<file path="config.mk">
export PLATFORM = sky130hd
export DESIGN_NAME = sai_rx
export DESIGN_NICKNAME = d
export VERILOG_FILES = /design/src/rtl/sai_rx_pkg.sv /design/src/rtl/sai_rx_edge_track.sv /design/src/rtl/sai_rx_shift.sv /design/src/rtl/sai_rx_frame.sv /design/src/rtl/sai_rx.sv
export SDC_FILE = /design/constraint.sdc
export NUM_CORES = 1
export LEC_CHECK = 0
export CAP_MARGIN = 10
export CORE_AREA = 2 2 101 103
export CTS_CLUSTER_DIAMETER = 50
export DETAILED_ROUTE_END_ITERATION = 6
export DIE_AREA = 0 0 103 105
export PLACE_DENSITY_LB_ADDON = 0.15
export SLEW_MARGIN = 20
export SYNTH_ARGS = -nofsm -noshare
export SYNTH_HDL_FRONTEND = slang
export SYNTH_SLANG_ARGS = --single-unit
</file>
<file path="constraint.sdc">
create_clock -name clk -period 6.8 [get_ports clk]
set_clock_uncertainty 0.05 [all_clocks]
set_input_delay 2.04 -clock clk [delete_from_list [all_inputs] [get_ports clk]]
set_output_delay 2.04 -clock clk [all_outputs]
set_load 0.02 [all_outputs]
</file>
<file path="src/rtl/sai_rx_pkg.sv">
`timescale 1ns/1ps
package sai_rx_pkg;
    localparam int SAMPLE_W = 24;
    localparam int CNT_W    = 7;

    typedef enum logic [1:0] {
        FR_I2S       = 2'b00,
        FR_MSB_FIRST = 2'b01,
        FR_LSB_END   = 2'b10,
        FR_I2S_ALT   = 2'b11
    } framing_e;

    typedef enum logic [1:0] {
        WL_24 = 2'b00,
        WL_20 = 2'b01,
        WL_18 = 2'b10,
        WL_16 = 2'b11
    } wlen_e;

    typedef struct packed {
        framing_e framing;
        wlen_e    wlen;
    } fmt_t;

    typedef logic [CNT_W-1:0]    cnt_t;
    typedef logic [SAMPLE_W-1:0] sample_t;

    // Description of a half-frame that has just ended
    typedef struct packed {
        logic end_evt;
        logic lvl;
        cnt_t len;
    } half_info_t;

    function automatic cnt_t word_bits(input wlen_e wl);
        case (wl)
            WL_24:   return cnt_t'(24);
            WL_20:   return cnt_t'(20);
            WL_18:   return cnt_t'(18);
            default: return cnt_t'(16);
        endcase
    endfunction

    function automatic logic is_i2s(input framing_e fr);
        return (fr == FR_I2S) || (fr == FR_I2S_ALT);
    endfunction

    function automatic cnt_t need_bits(input fmt_t f);
        return word_bits(f.wlen) + (is_i2s(f.framing) ? cnt_t'(1) : cnt_t'(0));
    endfunction

    // lrck level carrying the first slot of a frame
    function automatic logic first_slot_lvl(input framing_e fr);
        return is_i2s(fr) ? 1'b0 : 1'b1;
    endfunction

    // Does the bit at half-frame position pos belong to the word?
    function automatic logic in_window(input fmt_t f, input cnt_t pos);
        cnt_t wb;
        wb = word_bits(f.wlen);
        if (f.framing == FR_LSB_END)   return 1'b1;
        if (f.framing == FR_MSB_FIRST) return pos < wb;
        return (pos >= cnt_t'(1)) && (pos <= wb);
    endfunction

    function automatic sample_t align_word(input sample_t raw, input wlen_e wl);
        cnt_t    pad;
        sample_t mask;
        pad  = cnt_t'(SAMPLE_W) - word_bits(wl);
        mask = {SAMPLE_W{1'b1}} >> pad;
        return (raw & mask) << pad;
    endfunction
endpackage

</file>
<file path="src/rtl/sai_rx_edge_track.sv">
`timescale 1ns/1ps
module sai_rx_edge_track
    import sai_rx_pkg::*;
#(
    parameter int GUARD_BITS = 8
) (
    input  logic       clk,
    input  logic       rst,
    input  logic       lrck,
    input  logic       guard_en,
    output logic       edge_acc,
    output cnt_t       pos,
    output half_info_t half
);
    localparam cnt_t GUARD_C = cnt_t'(GUARD_BITS);

    logic lvl_q;
    logic primed_q;
    logic started_q;
    cnt_t cnt_q;
    logic edge_raw;

    assign edge_raw = primed_q && (lrck != lvl_q);
    assign edge_acc = edge_raw && (!guard_en || (cnt_q >= GUARD_C));
    assign pos      = edge_acc ? '0 : cnt_q;

    assign half.end_evt = edge_acc && started_q;
    assign half.lvl     = lvl_q;
    assign half.len     = cnt_q;

    always_ff @(posedge clk) begin
        if (rst) begin
            lvl_q     <= 1'b0;
            primed_q  <= 1'b0;
            started_q <= 1'b0;
            cnt_q     <= '0;
        end else if (!primed_q) begin
            lvl_q    <= lrck;
            primed_q <= 1'b1;
            cnt_q    <= cnt_t'(1);
        end else if (edge_acc) begin
            lvl_q     <= lrck;
            started_q <= 1'b1;
            cnt_q     <= cnt_t'(1);
        end else if (cnt_q != {CNT_W{1'b1}}) begin
            cnt_q <= cnt_q + cnt_t'(1);
        end
    end

    AST_GUARD_HOLDOFF: assert property (@(posedge clk) disable iff (rst)
        (guard_en && edge_acc) |=> !edge_acc);
endmodule

</file>
<file path="src/rtl/sai_rx_shift.sv">
`timescale 1ns/1ps
module sai_rx_shift
    import sai_rx_pkg::*;
(
    input  logic    clk,
    input  logic    rst,
    input  logic    sdata,
    input  logic    edge_acc,
    input  cnt_t    pos,
    input  fmt_t    fmt,
    output sample_t word
);
    sample_t sh_q;
    logic    take;

    assign take = in_window(fmt, pos);
    assign word = align_word(sh_q, fmt.wlen);

    always_ff @(posedge clk) begin
        if (rst) begin
            sh_q <= '0;
        end else if (edge_acc) begin
            sh_q <= take ? sample_t'(sdata) : '0;
        end else if (take) begin
            sh_q <= {sh_q[SAMPLE_W-2:0], sdata};
        end
    end
endmodule

</file>
<file path="src/rtl/sai_rx_frame.sv">
`timescale 1ns/1ps
module sai_rx_frame
    import sai_rx_pkg::*;
(
    input  logic       clk,
    input  logic       rst,
    input  fmt_t       fmt,
    input  half_info_t half,
    input  sample_t    word,
    input  logic       map_ch0,
    input  logic       map_ch1,
    input  logic       inv_det_en,
    output sample_t    ch0_sample,
    output sample_t    ch1_sample,
    output logic       smp_valid,
    output logic       invalid_flag
);
    sample_t slot0_q;
    logic    got0_q;
    logic    bad_q;
    logic    half_ok;
    logic    is_first;
    logic    fire;

    assign half_ok  = half.len >= need_bits(fmt);
    assign is_first = (half.lvl == first_slot_lvl(fmt.framing));
    assign fire     = half.end_evt && !is_first && got0_q && !bad_q && half_ok;

    always_ff @(posedge clk) begin
        if (rst) begin
            slot0_q    <= '0;
            got0_q     <= 1'b0;
            bad_q      <= 1'b0;
            ch0_sample <= '0;
            ch1_sample <= '0;
            smp_valid  <= 1'b0;
        end else begin
            smp_valid <= fire;
            if (half.end_evt) begin
                if (is_first) begin
                    slot0_q <= word;
                    got0_q  <= 1'b1;
                    bad_q   <= !half_ok;
                end else begin
                    got0_q <= 1'b0;
                    bad_q  <= 1'b0;
                end
            end
            if (fire) begin
                ch0_sample <= map_ch0 ? word : slot0_q;
                ch1_sample <= map_ch1 ? word : slot0_q;
            end
        end
    end

    always_ff @(posedge clk) begin
        if (rst || !inv_det_en) begin
            invalid_flag <= 1'b0;
        end else if (half.end_evt && !half_ok) begin
            invalid_flag <= 1'b1;
        end else if (fire) begin
            invalid_flag <= 1'b0;
        end
    end

    AST_NO_STROBE_ON_SHORT: assert property (@(posedge clk) disable iff (rst)
        (half.end_evt && !half_ok) |=> !smp_valid);
    AST_FLAG_ON_SHORT: assert property (@(posedge clk) disable iff (rst)
        (half.end_evt && !half_ok && inv_det_en) |=> invalid_flag);
    AST_FLAG_QUIET: assert property (@(posedge clk) disable iff (rst)
        !inv_det_en |=> !invalid_flag);
    AST_STROBE_PULSE: assert property (@(posedge clk) disable iff (rst)
        smp_valid |=> !smp_valid);
endmodule

</file>
<file path="src/rtl/sai_rx.sv">
`timescale 1ns/1ps
module sai_rx
    import sai_rx_pkg::*;
#(
    parameter int GUARD_BITS = 8
) (
    input  logic        clk,
    input  logic        rst,
    input  logic        lrck,
    input  logic        sdata,
    input  logic [3:0]  fmt,
    input  logic        map_ch0,
    input  logic        map_ch1,
    input  logic        guard_en,
    input  logic        inv_det_en,
    output logic [23:0] ch0_sample,
    output logic [23:0] ch1_sample,
    output logic        smp_valid,
    output logic        invalid_flag
);
    fmt_t       f;
    logic       edge_acc;
    cnt_t       pos;
    half_info_t half;
    sample_t    word;
    sample_t    c0;
    sample_t    c1;

    assign f          = fmt_t'(fmt);
    assign ch0_sample = c0;
    assign ch1_sample = c1;

    sai_rx_edge_track #(.GUARD_BITS(GUARD_BITS)) u_edge (
        .clk      (clk),
        .rst      (rst),
        .lrck     (lrck),
        .guard_en (guard_en),
        .edge_acc (edge_acc),
        .pos      (pos),
        .half     (half)
    );

    sai_rx_shift u_shift (
        .clk      (clk),
        .rst      (rst),
        .sdata    (sdata),
        .edge_acc (edge_acc),
        .pos      (pos),
        .fmt      (f),
        .word     (word)
    );

    sai_rx_frame u_frame (
        .clk          (clk),
        .rst          (rst),
        .fmt          (f),
        .half         (half),
        .word         (word),
        .map_ch0      (map_ch0),
        .map_ch1      (map_ch1),
        .inv_det_en   (inv_det_en),
        .ch0_sample   (c0),
        .ch1_sample   (c1),
        .smp_valid    (smp_valid),
        .invalid_flag (invalid_flag)
    );

    AST_RESET_QUIET: assert property (@(posedge clk)
        rst |=> (!smp_valid && !invalid_flag && ch0_sample == '0 && ch1_sample == '0));
    AST_HOLD_SAMPLES: assert property (@(posedge clk) disable iff (rst)
        !smp_valid |-> ($stable(ch0_sample) && $stable(ch1_sample)));
endmodule

</file>
* Yosys cells after proc, flatten, opt, wreduce, memory -nomap -nowiden
Index checks and enable logic that the tools add are counted.
Cells by class: add/subtract/negate cells 3, magnitude comparators 5, equality and inequality tests 10, shifts and indexed selects 2, mux-type cells 26, bitwise logic cells 2, reductions and logical operators 24
Operator list (number):
- 24-bit two-way mux | 4
- 24-bit bitwise AND | 1
- 24-bit by 7-bit << shifter with 24-bit output | 1
- 24-bit by 7-bit right shift with 24-bit output (first input constant) | 1
- 1-bit two-way mux | 20
- 4-bit one-hot mux with 3 select lines | 1
- 1-bit logical AND | 9
- 5-bit by 7-bit adder with 7-bit output | 1
- 7-bit by 1-bit adder with 7-bit output (second input constant) | 1
- 7-bit by 1-bit greater-or-equal comparator with 1-bit output (second input constant) | 1
- 7-bit by 4-bit greater-or-equal comparator with 1-bit output (second input constant) | 1
- 7-bit greater-or-equal comparator | 1
- 7-bit <= comparator | 1
- 7-bit < comparator | 1
- 7-bit two-way mux | 1
- 7-bit inequality test (second input constant) | 1
- 5-bit by 7-bit subtractor with 7-bit output (first input constant) | 1
- 2-bit == test (second input constant) | 3
- 1-bit zero test | 5
- 2-bit by 1-bit == test with 1-bit output (second input constant) | 2
- 2-bit zero test | 2
- 2-bit AND reduction | 2
- 2-bit nonzero test | 2
- 1-bit logical OR | 3
- 6 further kinds | 6
Word-level totals: flip-flop bits (word level) 110, input bits 12, output and inout bits 50

* Longest topological paths before layout
depth after elaboration 11, gate-level depth with buffers 12

* Hierarchy
A second synthesis with hierarchy kept.
Second synthesis, totals: cells, all modules 697, area, all modules 6361.1 um2
By module, submodules not included:
- sai_rx_frame | times used 1, cells an instance 404, area an instance 3951.3 um2, sequential area each 1521.5 um2
- sai_rx_shift | times used 1, cells an instance 224, area an instance 1839.3 um2, sequential area each 480.5 um2
- sai_rx_edge_track | times used 1, cells an instance 69, area an instance 570.5 um2, sequential area each 200.2 um2

* Least setup slack after synthesis
No wires, ideal clock.
path type input port to flip-flop, start point input fmt[0], end point register u_shift.sh_q[10], library setup time 72 ps, arrival 4299 ps, required time 6678 ps, setup slack 2379 ps, cell stages on the path 11, path through inv_1 -> ha_1 -> clkbuf_1 -> inv_1 -> ha_1 -> nand2_1 -> a2111oi_0 -> a221oi_1 -> a22oi_4 -> buf_6 -> mux2i_1
On the way: word-level cells in the longest chain between the ends 7, elaborated cells between the ends (all ways) 11
RTL lines:
- from (decl) | RTL line sai_rx.sv:11 | input logic [3:0] fmt,
- 2-bit == test, or another cell as far along | RTL line sai_rx_pkg.sv:36 | case (wl)
- 4-bit one-hot mux with 3 select lines (*) | RTL line sai_rx_pkg.sv:36
- 7-bit < comparator / 7-bit <= comparator (equally long branches) | RTL line sai_rx_pkg.sv:62, sai_rx_pkg.sv:63
- 1-bit two-way mux / 1-bit logical AND (equally long branches) | RTL line sai_rx_pkg.sv:62, sai_rx_pkg.sv:63
- 1-bit two-way mux (*) | RTL line sai_rx_pkg.sv:63 | return (pos >= cnt_t'(1)) && (pos <= wb);
- 1-bit two-way mux (*) | RTL line sai_rx_pkg.sv:62 | if (f.framing == FR_MSB_FIRST) return pos < wb;
- 2-bit nonzero test (no source line) (*)
- to (signal assigned) | RTL line sai_rx_shift.sv:23 | sh_q <= take ? sample_t'(sdata) : '0;
- to (signal assigned) | RTL line sai_rx_shift.sv:25 | sh_q <= {sh_q[SAMPLE_W-2:0], sdata};
- to (decl) | RTL line sai_rx_shift.sv:13 | sample_t sh_q;
Every way passes the cells marked *; elsewhere a longest branch is shown, timed or not. A chain may end at the register's enable or synchronous reset.

* Worst setup path in the final report
start point input fmt[0], end point register u_shift.sh_q[2]
Same word-level chain as after synthesis.

==> impl_metrics.toml <==
[global_routing]
global_route.usage.total_pct = 26.5
grt_max_degree = 80
grt_pass1_wl_um = 22900
antenna_found_initial = 0
grt_overflow = 0
grt_pass1_vias = 4722

[setup_path]
cpPeakStageDelay_ns = 0.81
arrival_ns = 5.54
r2r-end = "u_shift.sh_q[2]"
endpoint_kind = "flop"
cp_max_fo = 24
start_kind = "input port"
crit_chain = "clkdlybuf4s50_1, inv_1, ha_1, inv_1, ha_1, nand2_1, a2111oi_0, a221oi_1, a22oi_4, mux2i_1"
criticalPathCategory = "input port to flop"
rr_worst_depth = 9
r2r_setup_slack_ns = 3.33
slowest_stage = "a22oi_4"
regToRegStartpoint = "u_edge.cnt_q[3]"
required_ns = 7.04

[pwr]
fin_total_pwr_mw = 1.18
ir_drop_mv = 0.0978
p_leak_nw = 2.27
power_density_nw_per_um2 = 181

[place]
dpl.cell_count = 810
finalWeightedCongestion = 0.912
placed_cell_area_um2 = 6320
port_buffers = 61
dp_hpwl_um = 9860
place_ws_ns = 1.18

[final_layout]
fillers = 833
final_cells = 825
area_delta_synth_final_pct = 12.7
drive_gt1_share_pct = 6.21
final_util_pct = 67.8
area.sequential_um2 = 2200
stdcell_area_um2 = 6540
fin_nets = 717
diodes = 0
multiInputGateArea_um2 = 3240

[drt]
first_iter_violations = 397
drc = 0
ant_nets = 0
vias_per_cell = 6.18
routed-wl-met2_um = 6730
drtPass1Iterations = 5
routed_wl_um = 14200
wl_met3_um = 991
wl_met1_um = 6190
wl_per_cell_um = 17.2
top_layer = "met4"
num_vias = 5098

[timing]
rsz0062_at_grt = "no"
finalSetupTns_ns = 0
setup_viol = 0
slew_viol_final = 0
finalCriticalPeriod_ns = 5.30
setup_slack_ns = 1.50
slew_headroom_pct = 32.7
worstMarginPinSlew_ns = 1.01
max_freq_mhz = 189
hold_ws_ns = 0.418
finalHoldViolCount = 0
period_share_pct = 77.9

[floorplanning]
num_rows = 36
dieHeight_um = 105
ios = 62
die_w_um = 103
initial_core_util_pct = 60.2
die_area_um2 = 10800
core_area_um2 = 9640

[synthesis]
ys_seq_elements = 110
async_flop_share_pct = 0
avgSynthCellArea_um2 = 8.66
synth.yosys.seq_area_share_pct = 38.0
synth_nets = 698
synth_area_leaders = "dfxtp_1, mux2i_1, a21oi_1, nand2_1, a211oi_1"
yosysTopAreaCell = "dfxtp_1"
synthCells = 670
synth_edf_count = 0
synth_flop_cell = "dfxtp_1"
syn_area_um2 = 5800
netlist-cell-type-count = 61
ys_warn_count = 0
yosys.area.top_type_share_pct = 38.0

[run]
max_cap_violations = 0

[clocking]
cts_hold_buf = 0
cts_setup_buffers = 0
cts_root_buf = "clkbuf_8"
clk_pin_slew_ns = 0.10
cts_tree = "done"
clock_latency_ns = 0.37
h-tree-depth = 3
cts.sinks = 110
cts_resized = 0
clock_path_buffers = 2
cts_buffers = 9

[hold_path]
worstHoldEndpoint = "u_frame.ch1_sample[19]"
worstHoldPathCells = 2
hold_start = "u_frame.ch1_sample[19]"
min_path_type = "flop to flop"

[run_status]
outcome = "finished, final reports clean"
[flip-flops by register name, indices dropped and copies added, names as in the netlist]
register,flops
u_frame.ch0_sample,24
u_frame.ch1_sample,24
u_frame.slot0_q,24
u_shift.sh_q,24
u_edge.cnt_q,7
u_edge.lvl_q,1
u_edge.primed_q,1
u_edge.started_q,1
u_frame.bad_q,1
u_frame.got0_q,1
u_frame.invalid_flag,1
u_frame.smp_valid,1
[worst max-delay path by stage]
stage | startpoint | end | slack [ns] | depth (start not counted)
3_5_place_dp | fmt[0] | u_shift.sh_q[2] | 1.18 | 10
5_1_grt | fmt[1] | u_shift.sh_q[23] | 1.24 | 10
4_1_cts | fmt[0] | u_shift.sh_q[2] | 1.58 | 10
3_3_place_gp | fmt[0] | u_shift.sh_q[8] | 1.45 | 10
6_report | fmt[0] | u_shift.sh_q[2] | 1.50 | 10
2_1_floorplan | fmt[0] | u_shift.sh_q[10] | 2.38 | 11
[cell usage in the layout (no fill, tap or decap), drive strengths merged, types with 4 or more instances in the layout]
cell / n
nand2: 86
a21o: 6
mux2i: 57
nor2: 35
o21ai: 20
ha: 16
xor2: 4
o2111ai: 13
nor3: 19
or3: 5
a21oi: 82
nor2b: 4
o221ai: 12
a211oi: 28
nand3: 19
nand2b: 7
inv: 15
clkdlybuf4s50: 59
o22ai: 4
o21a: 5
a311oi: 12
dfxtp: 110
o22a: 4
clkinv: 4
mux4: 4
buf: 9
clkbuf: 11
[worst max-delay path: cells and delay by family]
kind,cells,cell delay (ns)
compound gates,3,1.64
fa+ha+maj,2,0.76
buf+inv,3,0.75
mux,1,0.28
simple gates,1,0.05
[cell usage after synthesis (all sizes together), types with 2 or more instances]
master / n
a2111oi: 2
dfxtp: 110
a21oi: 82
nand4: 3
nand2b: 7
a21o: 6
ha: 16
o22a: 4
o31a: 2
nor2b: 4
o221a: 2
o31ai: 2
mux2: 2
a221oi: 2
o21a: 5
clkbuf: 39
a221o: 2
a311oi: 12
o221ai: 12
nand2: 86
nor3: 19
mux4: 4
or3b: 3
o2111ai: 13
a21boi: 2
o22ai: 4
a22oi: 2
a2bb2oi: 2
nor2: 35
nand3: 19
clkinv: 3
buf: 21
or3: 5
inv: 14
xor2: 4
o21ai: 20
xnor2: 2
a31oi: 3
mux2i: 57
a211oi: 28
[metal layers]
layer / up-vias / global-route usage (%)
li1: 2492 / -
met1: 2386 / 35.4
met2: 196 / 42.4
met3: 24 / 5.55
met4: 0 / 8.36
met5: - / 0
[power by group]
part | switching [mW] | internal (mW) | leakage, nW
combinational | 0.0857 | 0.0453 | 1.28
sequential | 0.00482 | 0.648 | 0.887
clock | 0.213 | 0.188 | 0.102
[cell families (layout without fill, tap and decap cells)]
family	count (synthesis)	count (layout)	share of synthesized area [%]
compound gates	210	210	24.5
simple gates	188	188	14.8
flops	110	110	38.0
buf+inv	77	99	6.43
mux	63	63	11.8
fa+ha+maj	16	16	3.45
xor+xnor	6	6	1.04
[layout make-up]
cell class / instances / area share (%)
clock buffers: 11 / 2.32
well taps: 133 / 2.55
inverters: 17 / 0.976
clock inverters: 3 / 0.670
multi-input cells: 483 / 49.5
repair buffers: 68 / 10.3
flip-flops and latches: 110 / 33.7
Power figures use the tool's default switching activity.
